$ cat src/rtl/lec_pkg.sv
// Shared constants for the line error counter bank.
// Assumes that the event vector order is fixed by the upstream detector.
package lec_pkg;
    localparam int NUM_EV    = 6;
    localparam int NUM_WIDE  = 4;
    localparam int IDX_CV    = 0;
    localparam int IDX_FBE   = 1;
    localparam int IDX_CRC   = 2;
    localparam int IDX_EBL   = 3;
    localparam int IDX_MFOA  = 4;
    localparam int IDX_COFA  = 5;
endpackage

$ cat src/rtl/lec_sat_cnt.sv
// Saturating event counter with a clear that still counts an event arriving
// in the same cycle. Assumes inc is at most one event per cycle.
module lec_sat_cnt #(
    parameter int W = 16
) (
    input  logic         clk,
    input  logic         rst_n,
    input  logic         inc,
    input  logic         clr,
    output logic [W-1:0] cnt
);
    localparam logic [W-1:0] MAX_VAL = '1;

    // Count, hold at the maximum, or restart at 0 or 1 on a clear.
    always_ff @(posedge clk) begin
        if (!rst_n) begin
            cnt <= '0;
        end else if (clr) begin
            cnt <= inc ? W'(1) : '0;
        end else if (inc && (cnt != MAX_VAL)) begin
            cnt <= cnt + W'(1);
        end
    end

    p_no_overflow_r3: assert property (@(posedge clk) disable iff (!rst_n)
        (cnt == MAX_VAL && !clr) |=> (cnt == MAX_VAL));
    p_restart_hit_r6: assert property (@(posedge clk) disable iff (!rst_n)
        (clr && inc) |=> (cnt == W'(1)));
    p_restart_idle_r5: assert property (@(posedge clk) disable iff (!rst_n)
        (clr && !inc) |=> (cnt == '0));
    p_count_step_r2: assert property (@(posedge clk) disable iff (!rst_n)
        (!clr && inc && cnt != MAX_VAL) |=> (cnt == $past(cnt) + W'(1)));
endmodule

$ cat src/rtl/lec_shadow.sv
// Shadow register that software reads. It captures its counter on load and
// otherwise holds its value.
module lec_shadow #(
    parameter int W = 16
) (
    input  logic         clk,
    input  logic         rst_n,
    input  logic         load,
    input  logic [W-1:0] d,
    output logic [W-1:0] q
);
    // Capture the live count when a snapshot happens.
    always_ff @(posedge clk) begin
        if (!rst_n)    q <= '0;
        else if (load) q <= d;
    end

    p_buf_load_r5: assert property (@(posedge clk) disable iff (!rst_n)
        load |=> (q == $past(d)));
    p_buf_hold_r9: assert property (@(posedge clk) disable iff (!rst_n)
        !load |=> $stable(q));
endmodule

$ cat src/rtl/lec_snap_ctrl.sv
// Chooses the snapshot source. In tick mode the tick fires the snapshot at
// once. In demand mode the write sets busy, and the snapshot fires on the
// following edge, which also clears busy. Assumes single-cycle strobes.
module lec_snap_ctrl (
    input  logic clk,
    input  logic rst_n,
    input  logic sec_tick,
    input  logic mode_demand,
    input  logic dem_wr,
    output logic snap,
    output logic busy
);
    // Demand handshake: set on an accepted write, drop after one cycle.
    always_ff @(posedge clk) begin
        if (!rst_n)                   busy <= 1'b0;
        else if (busy)                busy <= 1'b0;
        else if (mode_demand && dem_wr) busy <= 1'b1;
    end

    // Snapshot strobe shared by every counter and shadow.
    always_comb begin
        snap = busy || (!mode_demand && sec_tick);
    end

    p_busy_set_r7: assert property (@(posedge clk) disable iff (!rst_n)
        (mode_demand && dem_wr && !busy) |=> busy);
    p_busy_drop_r7: assert property (@(posedge clk) disable iff (!rst_n)
        busy |=> !busy);
    p_wr_ignored_r8: assert property (@(posedge clk) disable iff (!rst_n)
        (!mode_demand && !busy) |=> !busy);
endmodule

$ cat src/rtl/line_err_bank.sv
// Top level of the error counter bank: four wide saturating counters plus a
// split alignment register, each paired with a shadow register. All of them
// share one snapshot strobe. Assumes event pulses are already synchronous.
module line_err_bank #(
    parameter int CNT_W = 16,
    parameter int MF_W  = 6,
    parameter int CF_W  = 2
) (
    input  logic                       clk,
    input  logic                       rst_n,
    input  logic [lec_pkg::NUM_EV-1:0] evt_pulse,
    input  logic                       sec_tick,
    input  logic                       mode_demand,
    input  logic                       dem_wr,
    output logic [CNT_W-1:0]           buf_cv,
    output logic [CNT_W-1:0]           buf_fbe,
    output logic [CNT_W-1:0]           buf_crc,
    output logic [CNT_W-1:0]           buf_ebl,
    output logic [MF_W+CF_W-1:0]       buf_align,
    output logic                       dem_busy
);
    localparam int SPLIT_W = MF_W + CF_W;
    localparam int NW      = lec_pkg::NUM_WIDE;

    logic               snap;
    logic [CNT_W-1:0]   wide_cnt [NW];
    logic [CNT_W-1:0]   wide_buf [NW];
    logic [MF_W-1:0]    mf_cnt;
    logic [CF_W-1:0]    cf_cnt;

    lec_snap_ctrl u_ctrl (
        .clk         (clk),
        .rst_n       (rst_n),
        .sec_tick    (sec_tick),
        .mode_demand (mode_demand),
        .dem_wr      (dem_wr),
        .snap        (snap),
        .busy        (dem_busy)
    );

    for (genvar g = 0; g < NW; g++) begin : g_wide
        lec_sat_cnt #(.W(CNT_W)) u_cnt (
            .clk   (clk),
            .rst_n (rst_n),
            .inc   (evt_pulse[g]),
            .clr   (snap),
            .cnt   (wide_cnt[g])
        );
        lec_shadow #(.W(CNT_W)) u_buf (
            .clk   (clk),
            .rst_n (rst_n),
            .load  (snap),
            .d     (wide_cnt[g]),
            .q     (wide_buf[g])
        );
    end

    lec_sat_cnt #(.W(MF_W)) u_mf_cnt (
        .clk   (clk),
        .rst_n (rst_n),
        .inc   (evt_pulse[lec_pkg::IDX_MFOA]),
        .clr   (snap),
        .cnt   (mf_cnt)
    );

    lec_sat_cnt #(.W(CF_W)) u_cf_cnt (
        .clk   (clk),
        .rst_n (rst_n),
        .inc   (evt_pulse[lec_pkg::IDX_COFA]),
        .clr   (snap),
        .cnt   (cf_cnt)
    );

    lec_shadow #(.W(SPLIT_W)) u_align_buf (
        .clk   (clk),
        .rst_n (rst_n),
        .load  (snap),
        .d     ({cf_cnt, mf_cnt}),
        .q     (buf_align)
    );

    // Route the wide shadows to their named outputs.
    always_comb begin
        buf_cv  = wide_buf[lec_pkg::IDX_CV];
        buf_fbe = wide_buf[lec_pkg::IDX_FBE];
        buf_crc = wide_buf[lec_pkg::IDX_CRC];
        buf_ebl = wide_buf[lec_pkg::IDX_EBL];
    end

    p_shadows_track_r5: assert property (@(posedge clk) disable iff (!rst_n)
        snap |=> (buf_align == {$past(cf_cnt), $past(mf_cnt)}));
endmodule

$ cat config.mk
export PLATFORM = sky130hd
export DESIGN_NAME = line_err_bank
export DESIGN_NICKNAME = d
export VERILOG_FILES = /design/src/rtl/lec_pkg.sv /design/src/rtl/lec_sat_cnt.sv /design/src/rtl/lec_shadow.sv /design/src/rtl/lec_snap_ctrl.sv /design/src/rtl/line_err_bank.sv
export SDC_FILE = /design/constraint.sdc
export NUM_CORES = 1
export LEC_CHECK = 0
export BUFFER_PORTS_ARGS = -buffer_cell sky130_fd_sc_hd__buf_4
export CAP_MARGIN = 15
export CORE_UTILIZATION = 40
export DETAILED_ROUTE_END_ITERATION = 6
export GPL_ROUTABILITY_DRIVEN = 0
export PLACE_DENSITY_LB_ADDON = 0.15
export REMOVE_ABC_BUFFERS = 1
export SLEW_MARGIN = 0
export SYNTH_ARGS = -nofsm -noshare
export SYNTH_HDL_FRONTEND = slang
export SYNTH_SLANG_ARGS = --single-unit
$ cat constraint.sdc
create_clock -name clk -period 2.6 [get_ports clk]
set_input_delay 0.39 -clock clk [delete_from_list [all_inputs] [get_ports clk]]
set_output_delay 0.39 -clock clk [all_outputs]
set_load 0.05 [all_outputs]
==> results.sh <==
export IMPL_status="completed"
export IMPL_die_area_um2=15900
export IMPL_first_pass_iters=5
export IMPL_max_slew_margin_rel_pct=34.7
export IMPL_vias=5627
export IMPL_grt_use_total_pct=18.9
export IMPL_antenna_found_initial=0
export IMPL_die_h_um=126
export IMPL_fin_hold_ws_ns=0.195
export IMPL_rsz0062_at_grt="no"
export IMPL_synth_top_area_cell="dfxtp_1"
export IMPL_io_pins=84
export IMPL_final_max_slew_viol_count=0
export IMPL_dp_hpwl_um=9750
export IMPL_finalWirelength_um=14700
export IMPL_drt_initial_drc_count=291
export IMPL_fin_crit_sh_pct=83.2
export IMPL_cts_setup_buffers=0
export IMPL_yosysSeqAreaShare_pct=47.0
export IMPL_maxCapViolations=0
export IMPL_path_class="reg2reg"
export IMPL_dp_slack_ns=0.480
export IMPL_core_um2=15100
export IMPL_initial_core_util_pct=40.8
export IMPL_worst_pin_slew_ns=0.974
export IMPL_synth_top_cell_area_share_pct=47.0
export IMPL_synth_cell_area_um2=6180
export IMPL_final_area_um2=7550
export IMPL_cts_resized=0
export IMPL_fin_crit_ns=2.16
export IMPL_area_growth_pct=22.3
export IMPL_leakage_nw=2.61
export IMPL_cts_buffers=17
export IMPL_root_buffer="clkbuf_16"
export IMPL_clk_pin_slew_worst_paths_ns=0.06
export IMPL_ir_drop_mv=0.456
export IMPL_powerDensity_nw_per_um2=651
export IMPL_cts_hold_buffers_added=0
export IMPL_setup_violations=0
export IMPL_critical_path_max_fanout=8
export IMPL_htree_levels=4
export IMPL_crit_arrival_ns=2.52
export IMPL_layout_nets=845
export IMPL_cts_buffer_depth=2
export IMPL_grt_max_degree=65
export IMPL_rows=45
export IMPL_min_path_type="in2reg"
export IMPL_ant_nets=0
export IMPL_clock_latency_ns=0.43
export IMPL_finalHoldViolCount=0
export IMPL_wl_per_cell_um=14.3
export IMPL_overflow=0
export IMPL_critPathLaunchType="register"
export IMPL_setup_ws_ns=0.437
export IMPL_io_buffers=83
export IMPL_die_w_um=126
export IMPL_nFillCells=1502
export IMPL_drc=0
export IMPL_synthCells=761
export IMPL_viasPerCell=5.47
export IMPL_synth_seq_cells=145
export IMPL_grt_pass1_wl_um=24400
export IMPL_clock_skew_ns=0.00671
export IMPL_place_area_um2=6980
export IMPL_post_route_cells_drive_above_1_share_pct=16.1
export IMPL_synth_area_leaders="dfxtp_1, nand2_1, a21oi_1, or4_1, o31ai_1"
export IMPL_ys_types=51
export IMPL_numClockSinks=145
export IMPL_cp_end_kind="register"
export IMPL_clock_fmax_mhz=462
export IMPL_first_global_vias=5078
export IMPL_yosys_warnings=0
export IMPL_tns_ns=0
export IMPL_cts_tree="yes"
export IMPL_diodes=0
export IMPL_crit_required_ns=2.95
export IMPL_syn_area_per_cell_um2=8.12
## per-layer routing
layer  wire [um]  global-route usage, %  up-vias
li1            -                      -     2900
met1        7210                   24.2     2609
met2        6710                   30.3      104
met3         579                   4.93       14
met4         215                   7.65        0
met5           0                      0        -
## sequential cells by signal (all words and copies together) (netlist names)
| register | cells |
|---|---|
| u_align_buf.q | 8 |
| u_cf_cnt.cnt | 2 |
| g_wide.u_cnt.cnt | 64 |
| u_ctrl.busy | 1 |
| g_wide.u_buf.q | 64 |
| u_mf_cnt.cnt | 6 |
## where the power goes
part / leakage, nW / internal [mW] / switching [mW]
Sequential: 1.17 / 2.24 / 0.0229
Combinational: 1.16 / 0.0709 / 0.171
Clock: 0.279 / 1.51 / 0.901
Total: 2.61 / 3.83 / 1.09
## metrics by stage
stage	power, mW	util, %	cells
after global placement	2.55	46.1	997
after global routing	5.10	49.9	1029
after CTS	4.98	49.9	1029
after floorplan	2.44	-	715
after detailed placement	2.56	46.1	997
final	4.92	49.9	1029
## synth_stat cells (all sizes together)
cell type and count:
nor2b 2, a2111oi 1, or4 28, nand3 26, nand2 171, nor4 4
xor2 2, a31oi 7, clkbuf 38, nand3b 1, o2111ai 1, a31o 1
nor3 18, a211oi 2, nor4b 2, a41o 1, o21a 7, a41oi 2
o31a 1, o311ai 4, o31ai 24, xnor2 2, and3 11, o32ai 1
o211a 1, or2 4, o211ai 2, dfxtp 145, and4 10, nand4 20
o22ai 1, buf 8, a21oi 120, mux2i 4, o21ai 21, nor2 19
o41ai 7, inv 15, and2 1, or3 20, ha 6
## worst paths after layout
path | to | slack (ns) | cells past startpoint | from
worst max register to register | g_wide[0].u_cnt.cnt[10] | 0.44 | 5 | g_wide[0].u_cnt.cnt[0]
worst min-delay path | u_ctrl.busy | 0.19 | 3 | dem_wr
worst max-delay path | g_wide[0].u_cnt.cnt[10] | 0.44 | 5 | g_wide[0].u_cnt.cnt[0]
worst min register to register | g_wide[0].u_buf.q[4] | 0.45 | 2 | g_wide[0].u_buf.q[4]
## cell type report
| class | count | area, um2 | share of cell area (%) |
|---|---|---|---|
| tap | 188 | 235 | 3.11 |
| multi-input combinational | 555 | 3040 | 40.2 |
| timing repair buffer | 94 | 743 | 9.84 |
| clock inverter | 4 | 72.6 | 0.961 |
| inverter | 15 | 56.3 | 0.745 |
| clock buffer | 28 | 507 | 6.71 |
| sequential | 145 | 2900 | 38.4 |
## worst max-delay path: stages, from the launching register on
cell     delay (ns)
dfxtp_1        0.43
ha_1           0.28
nand4_2        0.19
or3_1          0.50
or4_1          0.54
a21oi_1        0.15
## cells by family (layout without fill, tap and decap cells)
family                   count (synthesis)  in the layout  synth area share, %
AND/OR/NAND/NOR                        337            337                 27.0
AO/OA/AOI/OAI                          204            204                 19.5
flip-flops                             145            145                 47.0
buffers and inverters                   61            141                 4.07
adder cells (fa/ha/maj)                  6              6                 1.22
XOR/XNOR                                 4              4                0.567
multiplexers                             4              4                0.648
## cells in the final DEF, fill, tap and decap left out, types with 2 or more instances in the layout
master and instances:
a211oi_1 2, a21oi_1 120, a31oi_1 7, a41oi_1 2, and3_1 10, and4_1 10
buf_12 3, buf_4 91, bufinv_16 2, clkbuf_1 7, clkbuf_16 17, clkbuf_8 4
dfxtp_1 145, ha_1 6, inv_1 14, mux2i_1 4, nand2_1 171, nand3_1 25
nand4_1 18, nand4_2 2, nor2_1 18, nor2b_1 2, nor3_1 17, nor4_1 3
nor4b_1 2, o211ai_1 2, o21a_1 7, o21ai_0 21, o311ai_0 4, o31ai_1 24
o41ai_1 6, or2_2 4, or3_1 19, or4_1 27, xnor2_1 2, xor2_1 2
(Power assumes the default switching activity.)
